<file path="src/rtl/cap_reload_timer_pkg.sv">
// Shared types for the capture/reload timer.
// Assumes: one mode is active at a time, decoded from two select inputs.
package cap_reload_timer_pkg;

    typedef enum logic [1:0] {
        TMODE_CAPTURE = 2'd0,
        TMODE_RELOAD  = 2'd1,
        TMODE_UPDOWN  = 2'd2
    } tmr_mode_e;

    // Folds the two select inputs into one operating mode.
    function automatic tmr_mode_e decode_mode(input logic reload_sel, input logic updown_sel);
        if (!reload_sel)     return TMODE_CAPTURE;
        else if (updown_sel) return TMODE_UPDOWN;
        else                 return TMODE_RELOAD;
    endfunction

endpackage

</file>
<file path="src/rtl/mc_prescaler.sv">
// Machine-cycle strobe generator: emits a one-clock tick every MC_CLKS clocks.
// Assumes: MC_CLKS >= 2; the phase restarts at reset.
module mc_prescaler #(
    parameter int MC_CLKS = 6
) (
    input  logic clk,
    input  logic rst_n,
    output logic tick
);
    localparam int PW = (MC_CLKS > 2) ? $clog2(MC_CLKS) : 1;
    localparam logic [PW-1:0] LAST = PW'(MC_CLKS - 1);

    logic [PW-1:0] phase;

    // Free-running phase counter, wraps at the last clock of a machine cycle.
    always_ff @(posedge clk) begin
        if (!rst_n)             phase <= '0;
        else if (phase == LAST) phase <= '0;
        else                    phase <= phase + 1'b1;
    end

    assign tick = (phase == LAST);
endmodule

</file>
<file path="src/rtl/mc_level_sampler.sv">
// Samples N input pins once per machine cycle and holds the sampled levels.
// Assumes: inputs are held for at least one machine cycle; a falling edge is
// the held level being high while the pin reads low at the next tick.
module mc_level_sampler #(
    parameter int N = 2
) (
    input  logic         clk,
    input  logic         rst_n,
    input  logic         tick,
    input  logic [N-1:0] pin,
    output logic [N-1:0] lvl
);
    for (genvar i = 0; i < N; i++) begin : g_smp
        // Latch the pin level at each machine-cycle tick.
        always_ff @(posedge clk) begin
            if (!rst_n)    lvl[i] <= 1'b0;
            else if (tick) lvl[i] <= pin[i];
        end
    end
endmodule

</file>
<file path="src/rtl/tmr_count_core.sv">
// Count register and its next-value logic for all three modes.
// Assumes: step and trig_fall are single-cycle pulses; trig_fall is already
// gated by the trigger enable. A software write overrides every event.
module tmr_count_core
    import cap_reload_timer_pkg::*;
#(
    parameter int W = 16
) (
    input  logic         clk,
    input  logic         rst_n,
    input  tmr_mode_e    mode,
    input  logic         down,
    input  logic         step,
    input  logic         trig_fall,
    input  logic [W-1:0] rld_val,
    input  logic         wr_en,
    input  logic [W-1:0] wr_data,
    output logic [W-1:0] count,
    output logic         ovf_evt,
    output logic         ext_set,
    output logic         ext_tgl,
    output logic         cap_evt
);
    localparam logic [W-1:0] CMAX = '1;

    logic [W-1:0] nxt;

    // Next count and event pulses for the current step and trigger.
    always_comb begin
        nxt     = count;
        ovf_evt = 1'b0;
        ext_set = 1'b0;
        ext_tgl = 1'b0;
        cap_evt = 1'b0;
        if (step) begin
            if (mode == TMODE_UPDOWN) begin
                if (down) begin
                    if (count == rld_val) begin
                        nxt     = CMAX;
                        ovf_evt = 1'b1;
                        ext_tgl = 1'b1;
                    end else begin
                        nxt = count - 1'b1;
                    end
                end else if (count == CMAX) begin
                    nxt     = rld_val;
                    ovf_evt = 1'b1;
                    ext_tgl = 1'b1;
                end else begin
                    nxt = count + 1'b1;
                end
            end else if (count == CMAX) begin
                nxt     = (mode == TMODE_RELOAD) ? rld_val : '0;
                ovf_evt = 1'b1;
            end else begin
                nxt = count + 1'b1;
            end
        end
        if (trig_fall && mode != TMODE_UPDOWN) begin
            ext_set = 1'b1;
            if (mode == TMODE_RELOAD) nxt = rld_val;
            else                      cap_evt = 1'b1;
        end
        if (wr_en) begin
            ovf_evt = 1'b0;
            ext_set = 1'b0;
            ext_tgl = 1'b0;
            cap_evt = 1'b0;
        end
    end

    // Count register: software write first, else the computed next value.
    always_ff @(posedge clk) begin
        if (!rst_n)     count <= '0;
        else if (wr_en) count <= wr_data;
        else            count <= nxt;
    end
endmodule

</file>
<file path="src/rtl/cap_reload_timer.sv">
// Top of the capture/reload up-down timer: machine-cycle timing, input
// sampling, count core, capture/reload register, sticky flags and interrupt.
// Assumes: software clears flags through the clear strobes; evt_in and trig_in
// are synchronous to clk and held at least one machine cycle per level.
module cap_reload_timer
    import cap_reload_timer_pkg::*;
#(
    parameter int W       = 16,
    parameter int MC_CLKS = 6
) (
    input  logic         clk,
    input  logic         rst_n,
    input  logic         src_evt,
    input  logic         mode_reload,
    input  logic         dir_en,
    input  logic         ext_en,
    input  logic         evt_in,
    input  logic         trig_in,
    input  logic         cnt_wr_en,
    input  logic [W-1:0] cnt_wr_data,
    input  logic         rld_wr_en,
    input  logic [W-1:0] rld_wr_data,
    input  logic         ovf_clr,
    input  logic         ext_clr,
    output logic [W-1:0] count,
    output logic [W-1:0] rld_val,
    output logic         ovf_flag,
    output logic         ext_flag,
    output logic         irq
);
    localparam int SMP_N    = 2;
    localparam int IDX_TRIG = 0;
    localparam int IDX_EVT  = 1;

    logic             tick;
    logic [SMP_N-1:0] smp_pin, smp_lvl;
    logic             trig_fall, evt_fall, step;
    tmr_mode_e        mode;
    logic             ovf_evt, ext_set, ext_tgl, cap_evt;

    mc_prescaler #(.MC_CLKS(MC_CLKS)) u_presc (
        .clk(clk), .rst_n(rst_n), .tick(tick)
    );

    assign smp_pin[IDX_TRIG] = trig_in;
    assign smp_pin[IDX_EVT]  = evt_in;

    mc_level_sampler #(.N(SMP_N)) u_smp (
        .clk(clk), .rst_n(rst_n), .tick(tick), .pin(smp_pin), .lvl(smp_lvl)
    );

    assign trig_fall = tick & smp_lvl[IDX_TRIG] & ~trig_in & ext_en;
    assign evt_fall  = tick & smp_lvl[IDX_EVT] & ~evt_in;
    assign step      = src_evt ? evt_fall : tick;
    assign mode      = decode_mode(mode_reload, dir_en);

    tmr_count_core #(.W(W)) u_core (
        .clk(clk), .rst_n(rst_n), .mode(mode), .down(~smp_lvl[IDX_TRIG]),
        .step(step), .trig_fall(trig_fall), .rld_val(rld_val),
        .wr_en(cnt_wr_en), .wr_data(cnt_wr_data), .count(count),
        .ovf_evt(ovf_evt), .ext_set(ext_set), .ext_tgl(ext_tgl), .cap_evt(cap_evt)
    );

    // Capture/reload register: software write, else capture of the count.
    always_ff @(posedge clk) begin
        if (!rst_n)         rld_val <= '0;
        else if (rld_wr_en) rld_val <= rld_wr_data;
        else if (cap_evt)   rld_val <= count;
    end

    // Overflow flag: set by an event, held until cleared.
    always_ff @(posedge clk) begin
        if (!rst_n)       ovf_flag <= 1'b0;
        else if (ovf_evt) ovf_flag <= 1'b1;
        else if (ovf_clr) ovf_flag <= 1'b0;
    end

    // External flag: set by a trigger, inverted as the 17th bit, or cleared.
    always_ff @(posedge clk) begin
        if (!rst_n)       ext_flag <= 1'b0;
        else if (ext_set) ext_flag <= 1'b1;
        else if (ext_tgl) ext_flag <= ~ext_flag;
        else if (ext_clr) ext_flag <= 1'b0;
    end

    // Interrupt: the external flag is masked in up/down mode.
    always_comb begin
        irq = (mode == TMODE_UPDOWN) ? ovf_flag : (ovf_flag | ext_flag);
    end
endmodule

</file>
<file path="config.mk">
export PLATFORM = sky130hd
export DESIGN_NAME = cap_reload_timer
export DESIGN_NICKNAME = d
export VERILOG_FILES = /design/src/rtl/cap_reload_timer_pkg.sv /design/src/rtl/mc_prescaler.sv /design/src/rtl/mc_level_sampler.sv /design/src/rtl/tmr_count_core.sv /design/src/rtl/cap_reload_timer.sv
export SDC_FILE = /design/constraint.sdc
export NUM_CORES = 1
export LEC_CHECK = 0
export BUFFER_PORTS_ARGS = -buffer_cell sky130_fd_sc_hd__buf_2
export CAP_MARGIN = 0
export CORE_ASPECT_RATIO = 2
export CORE_MARGIN = 1.5
export CORE_UTILIZATION = 40
export DETAILED_ROUTE_END_ITERATION = 16
export GPL_TIMING_DRIVEN = 0
export PLACE_DENSITY_LB_ADDON = 0.12
export SLEW_MARGIN = 20
export SYNTH_ARGS = -nofsm -noshare
export SYNTH_HDL_FRONTEND = slang
export SYNTH_SLANG_ARGS = --single-unit
</file>
<file path="constraint.sdc">
create_clock -name clk -period 4.37 [get_ports clk]
set_input_delay 0.2185 -clock clk [delete_from_list [all_inputs] [get_ports clk]]
set_output_delay 0.2185 -clock clk [all_outputs]
set_load 0.02 [all_outputs]
</file>
==> flow_metrics.py <==
metrics = {
    "hold_path": {
        "whs_endpoint": "u_smp.lvl[0]",
        "worstHoldPathType": "input pin to flop",
        "worstHoldStart": "trig_in",
        "whs_path_depth": 3,
    },
    "sta": {
        "fin_ws_ps": 1564,
        "finalCriticalPeriod_ps": 2806,
        "worst_pin_slew_ps": 887.9,
        "maxSlewHeadroom_pct": 40.81,
        "count_of_endpoints_failing_setup_in_the_final_report": 0,
        "grt_setup_unrepaired": "false",
        "maxSlewViolCount": 0,
        "fmaxAchievable_mhz": 356.3,
        "min_period_over_period_pct": 64.22,
        "totalNegativeSetupSlack_ps": 0,
        "hold_slack_ps": 169.6,
        "timing.final.hold_violations": 0,
        "finClkSkew_ps": 5.108,
    },
    "global_route": {
        "grt_first_pass_wirelength_mm": 21.55,
        "globalRouteTotalUtil_pct": 32.40,
        "largest_net_degree_at_the_start_of_global_routing": 14,
        "number_of_antenna_violations_at_the_first_check_in_global_routing": 0,
        "first_global_vias": 3848,
        "global_route_congestion_overflow_total": 0,
    },
    "yosys": {
        "synthesis.area_per_instance_sq_um": 7.359,
        "ys_dominant_reg_cell": "dfxtp_1",
        "simple_gate_area_share_of_the_yosys_netlist_pct": 30.89,
        "yosys_warnings": 0,
        "async_reset_ff_share_pct": 0,
        "gate_count_of_the_mapped_netlist": 464,
        "post_synth_mux_area_share_pct": 4.104,
        "synth_area_sq_um": 3415,
        "synth_edf_count": 0,
        "synth_fp_nets": 512,
        "synth_compound_area_share_pct": 25.47,
        "ys_types": 63,
        "synth-adder-area-share_pct": 1.466,
        "synth_xor_xnor_area_share_pct": 7.952,
        "yosysSeqAreaShare_pct": 22.87,
        "synth_seq_cells": 39,
        "synth_top_family_by_area": "simple AND/OR/NAND/NOR gates",
    },
    "layout": {
        "footprint_of_the_flip_flops_and_latches_sq_um": 780.7,
        "footprint_of_the_multi_input_gates_sq_um": 2386,
        "flow.area_growth_from_synthesis_pct": 20.08,
        "drive_gt1_share_pct": 22.22,
        "finish.instance_area_sq_um": 4100,
        "layout.cells.non_filler": 647,
        "final_net_count": 596,
        "fill_cells": 857,
        "n_antenna_cell": 0,
    },
    "clocking": {
        "clkLatencyLatePin_ps": 290,
        "cts_sinks": 39,
        "cts_resized": 0,
        "cts_buffer_depth": 2,
        "clk_root_buffer_cell": "clkbuf_16",
        "number_of_buffers_added_for_setup_after_cts": 0,
        "tritoncts": "yes",
        "postCtsHoldBufs": 0,
        "cts_max_level": 2,
        "clk_pin_slew_worst_paths_ps": 70,
        "cts_inserted_buffers": 5,
    },
    "drt": {
        "met1_layer_wirelength_in_the_final_routing_mm": 5.269,
        "route.top_layer_used": "met4",
        "vias": 4076,
        "drt_pre_antenna_iters": 7,
        "drt_drc_violations_left": 0,
        "avgViaCountPerCell": 6.300,
        "met2_wirelength_mm": 7.308,
        "detailed_route_wirelength_on_metal3_microns": 992,
        "postRouteAntennaNets": 0,
        "drtIter0Drc": 471,
        "routedWlPerCell_microns": 22.16,
        "wl_mm": 14.34,
    },
    "setup_path": {
        "rr_startpoint": "u_core.count[0]",
        "crit_required_ps": 4510,
        "r2r_setup_slack_ps": 1560,
        "rr_endpoint": "u_core.count[10]",
        "timing_worst_setup_path_type": "flop to flop",
        "timing.critical_path.fanout_max": 8,
        "endpoint_kind": "flop",
        "crit_path_start_kind": "flop",
        "worstPathArrival_ps": 2940,
        "worst_r2r_path_depth": 8,
    },
    "pwr": {
        "power_share_of_the_clock_group_pct": 38.9,
        "switchingPower_mw": 0.3940,
        "sequentialPowerShare_pct": 35.1,
        "vdd_ir_drop_max_mv": 0.2067,
        "cellInternalPower_mw": 0.7821,
        "power.static_leakage_nw": 1.756,
        "comb_power_share_pct": 26.0,
        "pwr_density_cell_nw_per_um2": 286.8,
        "power.switching_fraction_pct": 33.50,
    },
    "flow_run": {
        "drv_cap": 0,
    },
    "place": {
        "gp_routability_congestion": 0.9683,
        "postPlaceCellArea_sq_um": 3923,
        "placedCellCount": 639,
        "dp_hpwl_mm": 10.83,
        "numPortBuffers": 77,
        "placement_setup_slack_ps": 1662,
    },
    "floorplanning": {
        "rows": 47,
        "die-area_sq_um": 9133,
        "die-width_microns": 68.33,
        "placeableCoreArea_sq_um": 8292,
        "num_io_pins": 79,
        "floorplan.initialDensity_pct": 41.18,
        "die_y_microns": 133.7,
    },
    "run_status": {
        "outcome": "finished, final reports clean",
    },
}
-- registers in the layout, indices dropped and copies added (netlist names) --
name / cells
ext_flag: 1
u_core.count: 16
ovf_flag: 1
u_presc.phase: 3
u_smp.lvl: 2
rld_val: 16
-- power groups by stage --
stage | clock (mW) | sequential [mW] | combinational, mW
CTS | 0.462 | 0.412 | 0.300
global placement | 0 | 0.420 | 0.297
global route | 0.477 | 0.416 | 0.329
finish | 0.458 | 0.413 | 0.305
detailed placement | 0 | 0.420 | 0.299
floorplan | 0 | 0.433 | 0.179
-- cell usage in the layout, fill, tap and decap left out, types with 14 or more instances in the layout --
cell | Yosys | layout
buf_2 | 12 | 89
o21ai_0 | 17 | 17
a211oi_1 | 14 | 14
nor3_1 | 15 | 15
nor2_1 | 48 | 48
a21oi_1 | 23 | 23
mux2i_1 | 14 | 14
nand2_1 | 64 | 64
nor4_1 | 14 | 14
clkbuf_1 | 18 | 18
xor2_1 | 23 | 23
dfxtp_1 | 39 | 39
-- cell usage after synthesis (all sizes together) (3+ instances only) --
cell	n	share of area, %
a211oi	14	3.1
a21o	6	1.3
a21oi	23	3.4
a31oi	6	1.1
a41oi	5	1.7
and2	4	0.81
and3	5	0.92
and4	6	1.5
buf	22	4.1
clkbuf	18	2.0
dfxtp	39	23
ha	4	1.5
inv	10	1.1
mux2i	14	4.1
nand2	64	7.0
nand2b	3	0.55
nand3	12	1.9
nand3b	3	0.66
nand4	8	1.6
nor2	50	5.6
nor2b	6	1.1
nor3	16	2.5
nor4	18	4.5
o211ai	11	2.4
o21a	4	0.88
o21ai	19	2.8
o221ai	4	1.0
o31a	3	0.77
o31ai	9	2.0
o32ai	4	1.0
or4	4	1.2
xnor2	8	2.1
xor2	23	5.9
-- layout make-up --
class	instances	area share, %
flip-flops and latches	39	19.04
multi-input cells	374	58.19
inverters	11	1.007
clock buffers	6	3.387
repair buffers	77	9.399
clock inverters	2	0.9460
plain buffers	40	5.035
well taps	98	2.991
-- worst max path at each step --
stage               cells past startpoint  slack, ps                to            start
floorplan                               9       2130  u_core.count[14]  u_core.count[0]
global placement                        9       1630  u_core.count[12]  u_core.count[0]
detailed placement                      8       1660  u_core.count[10]  u_core.count[0]
CTS                                     8       1640  u_core.count[10]  u_core.count[0]
global route                            9       1360  u_core.count[12]  u_core.count[0]
finish                                  8       1560  u_core.count[10]  u_core.count[0]
-- critical path, cell delays in order (launching register included) --
cell and delay, ps:
dfxtp_1 330, clkbuf_1 220, inv_1 210, ha_1 320
or4b_1 560, nor3_2 380, xor2_1 110, o32ai_1 350
a41oi_2 170
-- metrics by stage --
stage | total power, mW | utilization (%)
after floorplan | 0.6114 | -
after global placement | 0.7171 | 47.31
after detailed placement | 0.7190 | 47.31
after CTS | 1.175 | 49.45
after global routing | 1.221 | 49.45
final | 1.176 | 49.45
-- logic make-up after synthesis --
kind of cell,Yosys count
mux,14
xor+xnor,31
buf+inv,51
fa+ha+maj,4
compound gates,123
simple gates,202
flops,39
-- metal layers --
| layer | vias up | GRT usage, % |
|---|---|---|
| met2 | 225 | 54.05 |
| met3 | 48 | 3.632 |
| met4 | 0 | 18.33 |
| li1 | 1881 | - |
| met5 | - | 0 |
| met1 | 1922 | 38.57 |
Power figures use the tool's default switching activity.
